`src/rtl/rmw_pkg.sv`:
```
package rmw_pkg;

   // Where the pre-update value of an operation is taken from
   typedef enum logic [1:0] {
      SRC_RAM  = 2'd0,
      SRC_HOLD = 2'd1,
      SRC_WB   = 2'd2,
      SRC_ZERO = 2'd3
   } rmw_src_e;

   localparam int unsigned RMW_MAX_ADDR_W = 12;
   localparam int unsigned RMW_MIN_DATA_W = 2;

endpackage

```
`src/rtl/rmw_dpram.sv`:
```
// One write port, one read port, registered read data (one cycle latency).
module rmw_dpram #(
   parameter int unsigned AW = 4,
   parameter int unsigned DW = 16
) (
   input  logic          clk,
   input  logic          we,
   input  logic [AW-1:0] waddr,
   input  logic [DW-1:0] wdata,
   input  logic          re,
   input  logic [AW-1:0] raddr,
   output logic [DW-1:0] rdata
);
   localparam int unsigned DEPTH = 1 << AW;

   logic [DW-1:0] store [DEPTH];

   always_ff @(posedge clk) begin
      if (we) store[waddr] <= wdata;
   end

   always_ff @(posedge clk) begin
      if (re) rdata <= store[raddr];
   end
endmodule

```
`src/rtl/rmw_live_map.sv`:
```
// Per-entry "has been written since clear" flags; lookup is registered to
// line up with the RAM read data.
module rmw_live_map #(
   parameter int unsigned AW = 4
) (
   input  logic          clk,
   input  logic          rst_n,
   input  logic          clr,
   input  logic          set_en,
   input  logic [AW-1:0] set_addr,
   input  logic          rd_en,
   input  logic [AW-1:0] rd_addr,
   output logic          rd_live
);
   localparam int unsigned DEPTH = 1 << AW;

   logic [DEPTH-1:0] live;

   for (genvar i = 0; i < DEPTH; i++) begin : g_flag
      always_ff @(posedge clk or negedge rst_n) begin
         if (!rst_n)
            live[i] <= 1'b0;
         else if (clr)
            live[i] <= 1'b0;
         else if (set_en && (set_addr == AW'(i)))
            live[i] <= 1'b1;
      end
   end

   always_ff @(posedge clk or negedge rst_n) begin
      if (!rst_n)
         rd_live <= 1'b0;
      else if (rd_en)
         rd_live <= live[rd_addr];
   end
endmodule

```
`src/rtl/rmw_fwd_select.sv`:
```
// Picks the freshest pre-update value and applies the step.
module rmw_fwd_select
   import rmw_pkg::*;
#(
   parameter int unsigned AW   = 4,
   parameter int unsigned DW   = 16,
   parameter int unsigned STEP = 1
) (
   input  logic [AW-1:0] op_addr,
   input  logic [DW-1:0] ram_q,
   input  logic          ram_live,
   input  logic          hold_vld,
   input  logic [AW-1:0] hold_addr,
   input  logic [DW-1:0] hold_val,
   input  logic          wb_vld,
   input  logic [AW-1:0] wb_addr,
   input  logic [DW-1:0] wb_val,
   output rmw_src_e      src,
   output logic [DW-1:0] new_val
);
   logic [DW-1:0] base;

   always_comb begin
      if (hold_vld && (hold_addr == op_addr))
         src = SRC_HOLD;
      else if (wb_vld && (wb_addr == op_addr))
         src = SRC_WB;
      else if (ram_live)
         src = SRC_RAM;
      else
         src = SRC_ZERO;
   end

   always_comb begin
      unique case (src)
         SRC_HOLD: base = hold_val;
         SRC_WB:   base = wb_val;
         SRC_RAM:  base = ram_q;
         default:  base = '0;
      endcase
   end

   if (STEP == 1) begin : g_inc
      assign new_val = base + DW'(1);
   end else begin : g_add
      assign new_val = base + DW'(STEP);
   end
endmodule

```
`src/rtl/rmw_fwd_mem.sv`:
```
module rmw_fwd_mem
   import rmw_pkg::*;
#(
   parameter int unsigned ADDR_W = 4,
   parameter int unsigned DATA_W = 16,
   parameter int unsigned STEP   = 1
) (
   input  logic              clk,
   input  logic              rst_n,
   input  logic              clr,
   input  logic              in_vld,
   input  logic [ADDR_W-1:0] in_addr,
   output logic              out_vld,
   output logic [ADDR_W-1:0] out_addr,
   output logic [DATA_W-1:0] out_val
);
   if (ADDR_W < 1 || ADDR_W > RMW_MAX_ADDR_W) begin : g_bad_aw
      $error("rmw_fwd_mem: ADDR_W out of range");
   end
   if (DATA_W < RMW_MIN_DATA_W) begin : g_bad_dw
      $error("rmw_fwd_mem: DATA_W too small");
   end
   if (STEP < 1 || STEP >= (64'd1 << DATA_W)) begin : g_bad_step
      $error("rmw_fwd_mem: STEP must be in 1 .. 2**DATA_W-1");
   end

   // stage 1: operation whose RAM read is in flight
   logic              s1_vld;
   logic [ADDR_W-1:0] s1_addr;

   // holding register: newest result, not yet stored
   logic              hold_vld;
   logic [ADDR_W-1:0] hold_addr;
   logic [DATA_W-1:0] hold_val;

   // last stored entry: written on the same edge as the current read
   logic              wb_vld;
   logic [ADDR_W-1:0] wb_addr;
   logic [DATA_W-1:0] wb_val;

   logic              rd_en;
   logic              commit;
   logic [DATA_W-1:0] ram_q;
   logic              ram_live;
   rmw_src_e          src;
   logic [DATA_W-1:0] new_val;

   assign rd_en  = in_vld && !clr;
   assign commit = s1_vld && hold_vld && !clr;

   rmw_dpram #(.AW(ADDR_W), .DW(DATA_W)) u_ram (
      .clk   (clk),
      .we    (commit),
      .waddr (hold_addr),
      .wdata (hold_val),
      .re    (rd_en),
      .raddr (in_addr),
      .rdata (ram_q)
   );

   rmw_live_map #(.AW(ADDR_W)) u_live (
      .clk      (clk),
      .rst_n    (rst_n),
      .clr      (clr),
      .set_en   (commit),
      .set_addr (hold_addr),
      .rd_en    (rd_en),
      .rd_addr  (in_addr),
      .rd_live  (ram_live)
   );

   rmw_fwd_select #(.AW(ADDR_W), .DW(DATA_W), .STEP(STEP)) u_sel (
      .op_addr   (s1_addr),
      .ram_q     (ram_q),
      .ram_live  (ram_live),
      .hold_vld  (hold_vld),
      .hold_addr (hold_addr),
      .hold_val  (hold_val),
      .wb_vld    (wb_vld),
      .wb_addr   (wb_addr),
      .wb_val    (wb_val),
      .src       (src),
      .new_val   (new_val)
   );

   always_ff @(posedge clk or negedge rst_n) begin
      if (!rst_n) begin
         s1_vld  <= 1'b0;
         s1_addr <= '0;
      end else begin
         s1_vld <= rd_en;
         if (rd_en) s1_addr <= in_addr;
      end
   end

   always_ff @(posedge clk or negedge rst_n) begin
      if (!rst_n) begin
         hold_vld  <= 1'b0;
         hold_addr <= '0;
         hold_val  <= '0;
      end else if (clr) begin
         hold_vld  <= 1'b0;
      end else if (s1_vld) begin
         hold_vld  <= 1'b1;
         hold_addr <= s1_addr;
         hold_val  <= new_val;
      end
   end

   always_ff @(posedge clk or negedge rst_n) begin
      if (!rst_n) begin
         wb_vld  <= 1'b0;
         wb_addr <= '0;
         wb_val  <= '0;
      end else if (clr) begin
         wb_vld  <= 1'b0;
      end else if (commit) begin
         wb_vld  <= 1'b1;
         wb_addr <= hold_addr;
         wb_val  <= hold_val;
      end
   end

   always_ff @(posedge clk or negedge rst_n) begin
      if (!rst_n) begin
         out_vld  <= 1'b0;
         out_addr <= '0;
         out_val  <= '0;
      end else begin
         out_vld <= s1_vld && !clr;
         if (s1_vld && !clr) begin
            out_addr <= s1_addr;
            out_val  <= new_val;
         end
      end
   end
endmodule

```
`config.mk`:
```
export PLATFORM = sky130hd
export DESIGN_NAME = rmw_fwd_mem
export DESIGN_NICKNAME = d
export VERILOG_FILES = /design/src/rtl/rmw_pkg.sv /design/src/rtl/rmw_dpram.sv /design/src/rtl/rmw_live_map.sv /design/src/rtl/rmw_fwd_select.sv /design/src/rtl/rmw_fwd_mem.sv
export SDC_FILE = /design/constraint.sdc
export NUM_CORES = 1
export LEC_CHECK = 0
export ABC_AREA = 1
export BUFFER_PORTS_ARGS = -buffer_cell sky130_fd_sc_hd__buf_2
export CORE_ASPECT_RATIO = 0.7
export CORE_MARGIN = 4
export CORE_UTILIZATION = 40
export DETAILED_ROUTE_END_ITERATION = 8
export SLEW_MARGIN = 10
export SYNTH_ARGS = -nofsm -noshare
export SYNTH_HDL_FRONTEND = slang
export SYNTH_HIERARCHICAL = 1
export SYNTH_SLANG_ARGS = --single-unit
```
`constraint.sdc`:
```
create_clock -name clk -period 2.6 [get_ports clk]
set_clock_uncertainty 0.1 [all_clocks]
set_input_delay 0.39 -clock clk [delete_from_list [all_inputs] [get_ports clk]]
set_output_delay 0.39 -clock clk [all_outputs]
set_load 0.03 [all_outputs]
```
After elaboration in Yosys (flattened, before gate mapping) --
Memories as Yosys holds them, arrays and structs flattened. A register that Yosys moved wholly into a read port is not among the register bits. Cells that the tools add are included.
Cells by class: bitwise logic cells 1, order comparisons 1, add/sub/neg operators 1, reduce and logical (&&, ||, !) cells 45, div/mod/pow operators 0, eq/ne operators 19, muxes and demuxes 44, multipliers 0, shift-type cells 0
Operator list (number):
- 16-bit one-hot mux with 3 select lines | 1
- 1-bit 2-to-1 mux | 39
- 2-bit nonzero test | 18
- 4-bit == test (second input constant) | 8
- 1-bit logical AND | 22
- 16-bit by 1-bit adder with 16-bit output (second input constant) | 1
- 4-bit by 3-bit == test with 1-bit output (second input constant) | 4
- 4-bit by 2-bit == test with 1-bit output (second input constant) | 2
- 4-bit == test | 2
- 2-bit 2-to-1 mux | 3
- 4-bit by 5-bit < comparator with 1-bit output (second input constant) | 1
- 1-bit binary-select mux with 4-bit select | 1
- 4-bit by 1-bit == test with 1-bit output (second input constant) | 1
- 4-bit logical NOT | 1
- 2-bit AND reduction | 2
- 2-bit by 1-bit == test with 1-bit output (second input constant) | 1
- 2-bit == test (second input constant) | 1
- 2-bit logical NOT | 1
- 1-bit logical NOT | 1
- 1-bit inverter | 1
Storage, ports and cells: output and inout port bits 21, flip-flop bits (word level) 85, bits in latches 0, memories kept 1, input port bits 8, bits in read-only memories 0, memory bits (writable) 256
Memory list:
- u_ram.store | words 16, width 16, read ports 1, clocked after Yosys merged registers in 1, wr ports 1, RTL line rmw_dpram.sv:16 | logic [DW-1:0] store [DEPTH];

Logic depth before layout (Yosys ltp) --
Gate-level depths: netlist of run 1.
depth after elaboration 7, mapped depth 18

Modules after synthesis --
The synthesis of run 1 kept the hierarchy.
By module, submodules not included:
- rmw_dpram | sequential area each 8167.8 um^2, area an instance 11541.1 um^2, cells an instance 1074, instances 1
- rmw_fwd_mem | sequential area each 1201.2 um^2, area an instance 1851.8 um^2, cells an instance 203, instances 1
- rmw_fwd_select | sequential area each 0.0 um^2, area an instance 1217.4 um^2, cells an instance 247, instances 1
- rmw_live_map | sequential area each 425.4 um^2, area an instance 872.1 um^2, cells an instance 110, instances 1

Worst setup path before layout of run 1 --
OpenSTA, ideal clock, no wires.
path type reg2reg, from reg hold_addr[3], to reg hold_val[14], period minus slack after synthesis 2458 ps, setup slack 142 ps, stages on the path, launching flop included 16, arrival time 2239 ps, setup time 118 ps, required time 2382 ps, path through dfrtp_1 > nor2_1 > nor2_2 > nand3_4 > inv_4 > buf_8 > nand2_1 > nand3_2 > ha_1 > nand3_2 > nor2_2 > nand2_1 > nand2_1 > nand2_1 > nand2_1 > nand2_1
Between the ends: longest elaborated chain between the ends 6, elaborated cells between the ends (all ways) 8, classes of those cells add/sub (1); eq/ne (3); mux (2); reduce/logical (2)
RTL lines:
- start: declaration | RTL line rmw_fwd_mem.sv:33 | logic [ADDR_W-1:0] hold_addr;
- start signal: assignment | RTL line rmw_fwd_mem.sv:105 | hold_addr <= s1_addr;
- 4-bit == test * | RTL line rmw_fwd_select.sv:24 | if (hold_vld && (hold_addr == op_addr))
- 1-bit logical AND * | RTL line rmw_fwd_select.sv:24
- 2-bit 2-to-1 mux * | RTL line rmw_fwd_select.sv:24
- 2-bit == test (tied with other cells) | RTL line rmw_fwd_select.sv:35 | unique case (src)
- 16-bit one-hot mux with 3 select lines * | RTL line rmw_fwd_select.sv:35
- 16-bit by 1-bit adder with 16-bit output * | RTL line rmw_fwd_select.sv:44 | assign new_val = base + DW'(1);
- via new_val[14] | RTL line rmw_fwd_mem.sv:46 | logic [DATA_W-1:0] new_val;
- end signal: assignment | RTL line rmw_fwd_mem.sv:106 | hold_val <= new_val;
- end: declaration | RTL line rmw_fwd_mem.sv:34 | logic [DATA_W-1:0] hold_val;
Mark *: on every way through the listed nets, which the timed path passes. The rest lies on a longest branch. A chain may end at the register's enable or synchronous reset.

Worst setup path after layout of run 1 --
from reg s1_addr[3], to reg hold_val[15]
Between the ends: longest elaborated chain between the ends 7, elaborated cells between the ends (all ways) 11, classes of those cells add/sub (1); eq/ne (4); mux (3); reduce/logical (3)
RTL lines:
- start: declaration | RTL line rmw_fwd_mem.sv:29 | logic [ADDR_W-1:0] s1_addr;
- start signal: assignment | RTL line rmw_fwd_mem.sv:92 | if (rd_en) s1_addr <= in_addr;
- 4-bit == test | RTL line rmw_fwd_select.sv:26 | else if (wb_vld && (wb_addr == op_addr))
- 1-bit logical AND | RTL line rmw_fwd_select.sv:26
- 2-bit 2-to-1 mux | RTL line rmw_fwd_select.sv:26
- 2-bit 2-to-1 mux * | RTL line rmw_fwd_select.sv:24
- 2-bit == test (tied with other cells) | RTL line rmw_fwd_select.sv:35
- 16-bit one-hot mux with 3 select lines * | RTL line rmw_fwd_select.sv:35
- 16-bit by 1-bit adder with 16-bit output * | RTL line rmw_fwd_select.sv:44
- via new_val[15] | RTL line rmw_fwd_mem.sv:46
Marked as above.

==> impl_metrics.json, run 1 <==
{
  "die_x_um": 243,
  "ctsLongestPathBuffers": 3,
  "grt_pass1_wl_mm": 63.8,
  "finalInstanceArea_mm2": 0.0175,
  "min_path_type": "in -> reg",
  "vias": 11300,
  "placed_area_mm2": 0.0165,
  "leakage_uw": 0.00800,
  "met1_usage": 0.307,
  "r2r_start": "s1_addr[3]",
  "wl_mm": 41.6,
  "max_freq_mhz": 421,
  "rows": 59,
  "ios": 29,
  "first_global_vias": 10500,
  "worstPathRequired_ns": 2.90,
  "place_ws_ns": 0.149,
  "period_share": 0.913,
  "worst-setup-path-type": "reg -> reg",
  "grt_usage": 0.195,
  "grt_antenna_before_repair": 0,
  "clk_latency_ns": 0.52,
  "regToRegEndpoint": "hold_val[15]",
  "grt-ovfl-total": 0,
  "path_max_fanout": 15,
  "coreArea_mm2": 0.0376,
  "relSlewSlack": 0.614,
  "holdPathEnd": "u_live/live[6]",
  "drive_above_1_share": 0.123,
  "cp-startpoint": "s1_addr[3]",
  "worst_slack_ns": 0.226,
  "ir_worst_vdd_v": 0.000478,
  "worstSetupEndpointType": "flop",
  "reg2regPathDepth": 16,
  "cts-root-buf": "clkbuf_16",
  "final_common_cell": "nand2_1",
  "r2r_slack_ns": 0.23,
  "syn2layout_area_growth_pct": 13.3,
  "die_h_um": 173,
  "cp_slowest_stage_delay_ns": 0.41,
  "cp_common_cell": "nand2_1",
  "hp-start": "clr",
  "setup_viol": 0,
  "clock-sinks": 337,
  "hold_violations": 0,
  "status": "completed",
  "numCtsBuffers": 34,
  "final_max_slew_viol_count": 0,
  "use_met3": 0.0389,
  "cts_tree": "built",
  "power_density_mw_per_mm2": 690,
  "grt_most_used_layer": "met1",
  "crit_chain": "inv_1, nand2_1, nand2_1, nor2_2, nand3_4, buf_4, nand3_1, nand2_1, nor2_1, nor2_2, nand2_1, nor2_2, nand3_1, nand2_1, nand2_1, nand2_1",
  "synthCells": 1632,
  "via_per_inst": 5.09,
  "tightest_slew_ns": 0.579,
  "holdPathStages": 2,
  "syn-mean-instance-area_um2": 9.48,
  "n_antenna_cell": 0,
  "htree_levels": 2,
  "avgRoutedWirePerCell_um": 18.8,
  "p_total_uw": 12100,
  "path_clk_slew_ns": 0.06,
  "critPathSlowestCell": "dfrtp_1",
  "fin_util": 0.466,
  "drtAntennaViolNets": 0,
  "start_kind": "flop",
  "drt_iter0_markers": 1196,
  "period_minus_slack_ns": 2.37,
  "grt_max_degree": 85,
  "drc": 0,
  "start_util": 0.411,
  "maxCapViolCount": 0,
  "netlist_area_mm2": 0.0155,
  "synth.net_count": 1641,
  "crit_arrival_ns": 2.68,
  "hpwl_mm": 25.7,
  "grt_util_met2": 0.278,
  "rsz0062_at_grt": "true",
  "place_congestion": 0.910,
  "die-area_mm2": 0.0419,
  "firstDrtPassIters": 6,
  "yosysWarnings": 6,
  "final_cell_mix": "nand2_1 (565), edfxtp_1 (272), nand3_1 (241), inv_1 (241), buf_4 (68)",
  "io_buffers": 28,
  "finalNetCount": 1709
}
-- worst max-delay path, delay by kind of cell (launching register included) --
| family | cells | cell delay, ns |
|---|---|---|
| buffers and inverters | 2 | 0.32 |
| DFF | 1 | 0.41 |
| and+or+nand+nor | 14 | 1.40 |
-- power by group --
group | total (uW) | internal (uW) | switching [uW]
Sequential | 6180 | 6070 | 115
Combinational | 1320 | 346 | 971
Clock | 4600 | 2580 | 2010
-- layout make-up --
class                   instances  area [um2]
fillers                      3524       20100
inverters                     255         980
well taps                     488         611
multi-input cells             968        4330
repair buffers                104         816
clock inverters                 9        70.1
flip-flops and latches        337        9790
clock buffers                  49         928
-- stage by stage --
step	hold slack (ns)	setup TNS [ns]	std cells
2_1_floorplan	-0.00559	0	1632
3_3_place_gp	0.340	0	2148
3_5_place_dp	0.339	0	2148
4_1_cts	0.147	0	2207
5_1_grt	0.164	-0.0191	2210
6_report	0.166	0	2210
-- layer usage --
metal	part of all wire	up-vias
met5	0	-
met3	0.073	66
met1	0.49	5418
li1	-	5366
met2	0.42	400
met4	0.020	0
-- timing repair --
| action | in CTS | in global routing |
|---|---|---|
| gates resized for setup | 0 | 9 |
| endpoints found under the hold margin | 65 | 0 |
| endpoints found under the setup margin | 0 | 11 |
| setup buffers | 0 | 3 |
| hold buffers | 1 | 0 |
-- registers in the layout (all words and copies together), names as in the netlist, 4 cells and up --
signal	cells
hold_val	16
u_ram/rdata	16
s1_addr	4
u_ram/store	256
u_live/live	16
wb_val	16
hold_addr	4
wb_addr	4
-- worst max path at each step --
stage | to | slack, ns | cells past startpoint
2_1_floorplan | hold_val[14] | 0.15 | 15
3_3_place_gp | hold_val[12] | 0.10 | 16
3_5_place_dp | hold_val[15] | 0.15 | 16
4_1_cts | hold_val[15] | 0.13 | 16
5_1_grt | hold_val[10] | -0.02 | 17
6_report | hold_val[15] | 0.23 | 16
(Power assumes the default switching activity.)
==> run 2, diff against run 1 <==
- CORE_UTILIZATION: 40 -> 35
- GPL_TIMING_DRIVEN: unset -> 0
- SYNTH_HIERARCHICAL: 1 -> unset
==> run 2 against run 1 <==
Effect of this change: synthesized cell count down 28%; setup slack worse by 0.12 ns; hold slack worse by 0.11 ns; cell count down 18%.
==> impl_metrics.json, run 2 <==
{
  "first_global_vias": 9496,
  "cp_slowest_stage_delay_ns": 0.64,
  "path_max_fanout": 10,
  "place_congestion": 0.888,
  "tightest_slew_ns": 1.00,
  "die_h_um": 176,
  "syn2layout_area_growth_pct": 16.6,
  "syn-mean-instance-area_um2": 12.0,
  "leakage_uw": 0.00593,
  "io_buffers": 25,
  "avgRoutedWirePerCell_um": 22.3,
  "fin_setup_tns_ns": 0,
  "post-place-cells": 1743,
  "cp_common_cell": "clkbuf_1",
  "path_clk_slew_ns": 0.07,
  "ctsLongestPathBuffers": 3,
  "synth_compound_area_frac": 0.0972,
  "wl_mm": 40.6,
  "ir_worst_vdd_v": 0.000532,
  "synth_commonest_cells": "edfxtp_1 (272), nand2_1 (174), nor2_1 (166), o21ai_0 (104), dfrtp_1 (65)",
  "place_ws_ns": -0.884,
  "htree_levels": 1,
  "fin_util": 0.413,
  "crit_chain": "clkbuf_1, inv_1, clkbuf_1, clkbuf_1, nor2_1, o32ai_1, o211ai_1, nand2_1",
  "coreArea_mm2": 0.0397,
  "final_common_cell": "edfxtp_1",
  "final_cells": 1818,
  "placed_area_mm2": 0.0151,
  "status": "completed",
  "critPathSlowestCell": "clkbuf_1",
  "setup_viol": 0,
  "synth_top_area_frac": 0.582,
  "synth_top_flop_cell": "edfxtp_1",
  "relSlewSlack": 0.334,
  "synth_xor_area_frac": 0.00187,
  "cts-root-buf": "clkbuf_16",
  "synth_top_family_by_area": "simple AND/OR/NAND/NOR gates",
  "largest_reg_flops": 256,
  "hpwl_mm": 27.3,
  "worstPathRequired_ns": 2.94,
  "clk_latency_ns": 0.58,
  "cts_tree": "built",
  "worstSetupEndpointType": "flop",
  "crit_arrival_ns": 2.83,
  "die-area_mm2": 0.0434,
  "finalInstanceArea_mm2": 0.0164,
  "synth_edf_count": 272,
  "power_density_mw_per_mm2": 742,
  "grt-ovfl-total": 0,
  "vias": 9818,
  "numCtsBuffers": 31,
  "start_kind": "input port",
  "yosysWarnings": 0,
  "synth_top_area_cell": "edfxtp_1",
  "worst-setup-path-type": "in -> reg",
  "firstDrtPassIters": 5,
  "grt_max_degree": 62,
  "start_util": 0.354,
  "finalNetCount": 1267,
  "grt_pass1_wl_mm": 60.6,
  "final_cell_mix": "edfxtp_1 (272), nand2_1 (174), nor2_1 (145)",
  "regMostFlops": "u_ram.store",
  "ios": 29,
  "muxShareOfSynthArea": 0.0314,
  "hold_violations": 0,
  "min_path_type": "in -> async",
  "worst_slack_ns": 0.106,
  "yosysUniqueCellTypes": 38,
  "rows": 61,
  "drive_above_1_share": 0.130,
  "async_flop_share": 0.193,
  "maxCapViolCount": 0,
  "grt_antenna_before_repair": 1,
  "final_max_slew_viol_count": 0,
  "grt_usage": 0.185,
  "die_x_um": 247,
  "synth.net_count": 1179,
  "period_minus_slack_ns": 2.49,
  "synthSimpleGateAreaFrac": 0.133,
  "ys_seq_elements": 337,
  "drtAntennaViolNets": 0,
  "clock-sinks": 337,
  "max_freq_mhz": 401,
  "period_share": 0.959,
  "synth.most_common_cell": "edfxtp_1",
  "synth_fa_ha_area_frac": 0.000891,
  "via_per_inst": 5.40,
  "netlist_area_mm2": 0.0140,
  "synthCells": 1170,
  "yosysSeqAreaShare": 0.697,
  "drc": 0,
  "drt_iter0_markers": 1250,
  "synth_area_leaders": "edfxtp_1 (58%), dfrtp_1 (12%), nand2_1 (4.7%)"
}
==> run 2: worst max-delay path, delay by kind of cell <==
kind                   cells  cell delay [ns]
AO/OA/AOI/OAI              2             0.65
buffers and inverters      4             1.56
AND/OR/NAND/NOR            2             0.23
==> run 2: layout make-up <==
type,count,area (um2)
fill,3737,23300
buffer,64,277
antenna,1,2.50
timing repair buffer,55,542
inverter,71,272
sequential,337,9800
multi-input combinational,698,3900
clock buffer,38,802
clock inverter,19,114
tap,535,669
==> run 2: cells by family (layout without fill, tap and decap cells) <==
logic type,Yosys count,after routing
mux,44,44
flops,337,337
fa+ha+maj,1,1
simple gates,435,435
buf+inv,135,247
xor+xnor,3,3
compound gates,215,215
other cells,0,1
==> run 2: final timing paths <==
path                         startpoint             end  slack, ns  cells past startpoint
hold / removal                    rst_n      wb_val[11]       0.06                      2
setup / recovery             in_addr[0]  u_ram.rdata[1]       0.11                      8
setup reg to reg           hold_addr[3]    hold_val[14]       0.14                     14
hold reg to reg               wb_val[6]       wb_val[6]       0.38                      2
min in group clk                    clr     hold_val[5]       0.07                      4
max in group asynchronous         rst_n       wb_val[9]       1.80                      3
==> run 2: metrics by stage <==
step                      hold WS (ns)  total power (uW)
after floorplan               -0.00559              7280
after global placement           0.357              7850
after detailed placement         0.107              7900
after CTS                       0.0505             12100
after global routing            0.0596             12600
final                           0.0602             12100
==> run 2: routing by layer <==
layer	wire, um	up-vias	GRT usage	part of all wire
li1	-	4384	-	-
met1	19100	4855	0.298	0.47
met2	16400	526	0.256	0.40
met3	4440	53	0.0430	0.11
met4	614	0	0.0322	0.015
met5	0	-	0	0
==> run 2: timing repair <==
action	CTS	global route
gates resized for setup	22	15
setup endpoints to repair	268	113
hold endpoints to repair	65	0
buffers inserted	12	4
pin swaps	6	4
hold buffers	1	0
==> run 2: report_power, final <==
group | total [uW] | leakage, uW | switching (uW) | internal (uW)
clock network | 4280 | 0.000442 | 2000 | 2280
registers | 6660 | 0.00333 | 452 | 6210
logic | 1200 | 0.00216 | 864 | 341
total | 12100 | 0.00593 | 3320 | 8830
==> run 3, diff against run 2 <==
- ABC_AREA: 1 -> unset
==> run 3 against run 2 <==
Effect of this change: largest cell class unchanged; combinational power decreased by 16%; clock power increased by 8.2%; power decreased by 2.5%; the run now ends with negative setup slack left.
==> impl_metrics.json, run 3 <==
{
  "cp-startpoint": "s1_addr[3]",
  "synth_commonest_cells": "edfxtp_1 (272), mux4_2 (85), dfrtp_1 (65), nand2_1 (39), clkbuf_1 (29)",
  "drtAntennaViolNets": 0,
  "period_minus_slack_ns": 2.83,
  "start_util": 0.355,
  "io_buffers": 24,
  "clock_power_share": 0.391,
  "synth_top_area_cell": "edfxtp_1",
  "die_h_um": 173,
  "fin_setup_tns_ns": -1.83,
  "synth_edf_count": 272,
  "path_max_fanout": 5,
  "start_kind": "flop",
  "critPathSlowestCell": "dfrtp_1",
  "final_max_slew_viol_count": 0,
  "crit_arrival_ns": 3.10,
  "worst-setup-path-type": "reg -> reg",
  "post-place-cells": 1278,
  "async_flop_share": 0.193,
  "p_switching_uw": 2850,
  "vias": 7389,
  "drt_iter0_markers": 804,
  "path_clk_slew_ns": 0.06,
  "numCtsBuffers": 34,
  "fill_cells": 3328,
  "die_x_um": 244,
  "drive_above_1_share": 0.381,
  "power_density_mw_per_mm2": 713,
  "seq_power_share": 0.524,
  "via_per_inst": 5.33,
  "relSlewSlack": 0.293,
  "rows": 60,
  "fin_util": 0.431,
  "ctsLongestPathBuffers": 3,
  "die-area_mm2": 0.0423,
  "internal_power_uw": 8980,
  "grt_antenna_before_repair": 0,
  "coreArea_mm2": 0.0385,
  "cp_slowest_stage_delay_ns": 0.43,
  "place_congestion": 0.878,
  "ys_seq_elements": 337,
  "final_common_cell": "edfxtp_1",
  "synthCells": 723,
  "crit_chain": "nor2b_1, a221o_2, or3_4, buf_12, a31oi_4, nand4_1, buf_4, nor4_4, xnor2_1, o21ai_1",
  "regMostFlops": "u_ram.store",
  "synth_top_area_frac": 0.598,
  "yosysSeqAreaShare": 0.717,
  "largest_reg_flops": 256,
  "r2r_start": "s1_addr[3]",
  "path_buf_inv": 2,
  "max_freq_mhz": 354,
  "cts_tree": "built",
  "hpwl_mm": 20.8,
  "finalNetCount": 844,
  "grt_pass1_wl_mm": 50.9,
  "period_share": 1.09,
  "power_frac_comb": 0.085,
  "tightest_slew_ns": 1.06,
  "status": "complete, but fails checks",
  "synth_top_flop_cell": "edfxtp_1",
  "avgRoutedWirePerCell_um": 25.0,
  "cts-root-buf": "clkbuf_16",
  "synth.most_common_cell": "edfxtp_1",
  "wl_mm": 34.6,
  "drc": 0,
  "grt_usage": 0.163,
  "leakage_uw": 0.00541,
  "min_path_type": "in -> async",
  "cp_top_family": "simple AND/OR/NAND/NOR gates",
  "clock-sinks": 337,
  "htree_levels": 2,
  "clk_latency_ns": 0.52,
  "swShare": 0.241,
  "violations": "negative setup slack",
  "yosysWarnings": 0,
  "synth_area_leaders": "edfxtp_1 (60%), mux4_2 (14%), dfrtp_1 (12%)",
  "syn-mean-instance-area_um2": 18.9,
  "hold_violations": 0,
  "grt_max_degree": 60,
  "rsz0062_at_grt": "true",
  "syn2layout_area_growth_pct": 21.4,
  "first_global_vias": 7418,
  "grt-ovfl-total": 0,
  "netlist_area_mm2": 0.0137,
  "maxCapViolCount": 0,
  "yosysUniqueCellTypes": 42,
  "whs_ns": 0.155,
  "ir_worst_vdd_v": 0.000522,
  "setup_viol": 12,
  "worstPathRequired_ns": 2.87,
  "synth.net_count": 732,
  "final_cell_mix": "edfxtp_1 (272), mux4_2 (85), dfrtp_1 (60)",
  "worst_slack_ns": -0.226,
  "worstSetupEndpointType": "flop",
  "ios": 29,
  "firstDrtPassIters": 5,
  "final_cells": 1386
}
run 3: cell count changes after synthesis, moves of 13 or more:
cell and delta:
nand3_1 -44, nand2_1 -135, nand4_1 +14, clkbuf_1 -17
inv_1 -45, mux2i_1 -44, o221ai_1 -44, nor2_1 -143
mux2_2 +23, nor4_1 +14, o21ai_0 -90, xnor2_1 +13
mux4_2 +85
run 3: power by group through the flow:
stage	Combinational [uW]	Clock [uW]	Sequential, uW
finish	1010	4630	6200
floorplan	528	0	6290
global route	1060	4990	6220
CTS	964	4740	6190
detailed placement	903	0	6290
global placement	870	0	6290
run 3: final cells by class:
type | count | area [um2] | area share
flip-flops and latches | 337 | 9800 | 0.590
multi-input cells | 320 | 3960 | 0.238
clock buffers | 49 | 980 | 0.0590
repair buffers | 78 | 815 | 0.0491
well taps | 527 | 659 | 0.0397
plain buffers | 42 | 248 | 0.0149
inverters | 22 | 82.6 | 0.00498
clock inverters | 10 | 56.3 | 0.00339
diodes | 1 | 2.50 | 0.000151
run 3: metrics by stage:
stage	worst slack (ns)	total power (uW)	instance area (um2)
finish	-0.226	11800	16600
floorplan	-0.0929	6820	13800
detailed placement	-1.00	7200	14700
global placement	-1.61	7160	14600
global route	-0.293	12300	16600
CTS	-0.203	11900	16300
run 3: worst register-to-register path: stages (launching register included):
cell	delay [ns]
dfrtp_1	0.43
nor2b_1	0.15
a221o_2	0.32
or3_4	0.43
buf_12	0.17
a31oi_4	0.21
nand4_1	0.22
buf_4	0.20
nor4_4	0.22
xnor2_1	0.15
o21ai_1	0.08
run 3: what timing repair did:
| action | in CTS | in global routing |
|---|---|---|
| gates resized for setup | 39 | 30 |
| endpoints found under the setup margin | 263 | 260 |
| hold endpoints to repair | 65 | 0 |
| pin swaps | 18 | 11 |
| cloned | 0 | 1 |
| hold buffers | 1 | 0 |
| setup buffers | 29 | 19 |
run 3: path summary, 6_finish.rpt:
path,endpoint,slack (ns),cells after the start
setup / recovery,hold_val[14],-0.23,10
hold / removal,wb_val[4],0.16,2
setup reg to reg,hold_val[14],-0.23,10
hold reg to reg,hold_vld,0.40,2
max in group asynchronous,hold_addr[3],1.71,3
min in group clk,u_live.live[5],0.37,3
run 3: kinds of logic after synthesis:
logic type | after synthesis | share of synthesized area
multiplexers | 108 | 0.159
flip-flops | 337 | 0.717
AND/OR/NAND/NOR | 118 | 0.0463
AO/OA/AOI/OAI | 74 | 0.0449
buffers and inverters | 66 | 0.0201
XOR/XNOR | 19 | 0.0122
adder cells (fa/ha/maj) | 1 | 0.000915
run 3: metal layers:
metal  track usage  part of all wire  vias to the layer above
met5             0                 0                        -
met4        0.0471             0.023                        0
met3        0.0513             0.085                       40
met2         0.228              0.43                      262
met1         0.246              0.46                     3929
li1              -                 -                     3158
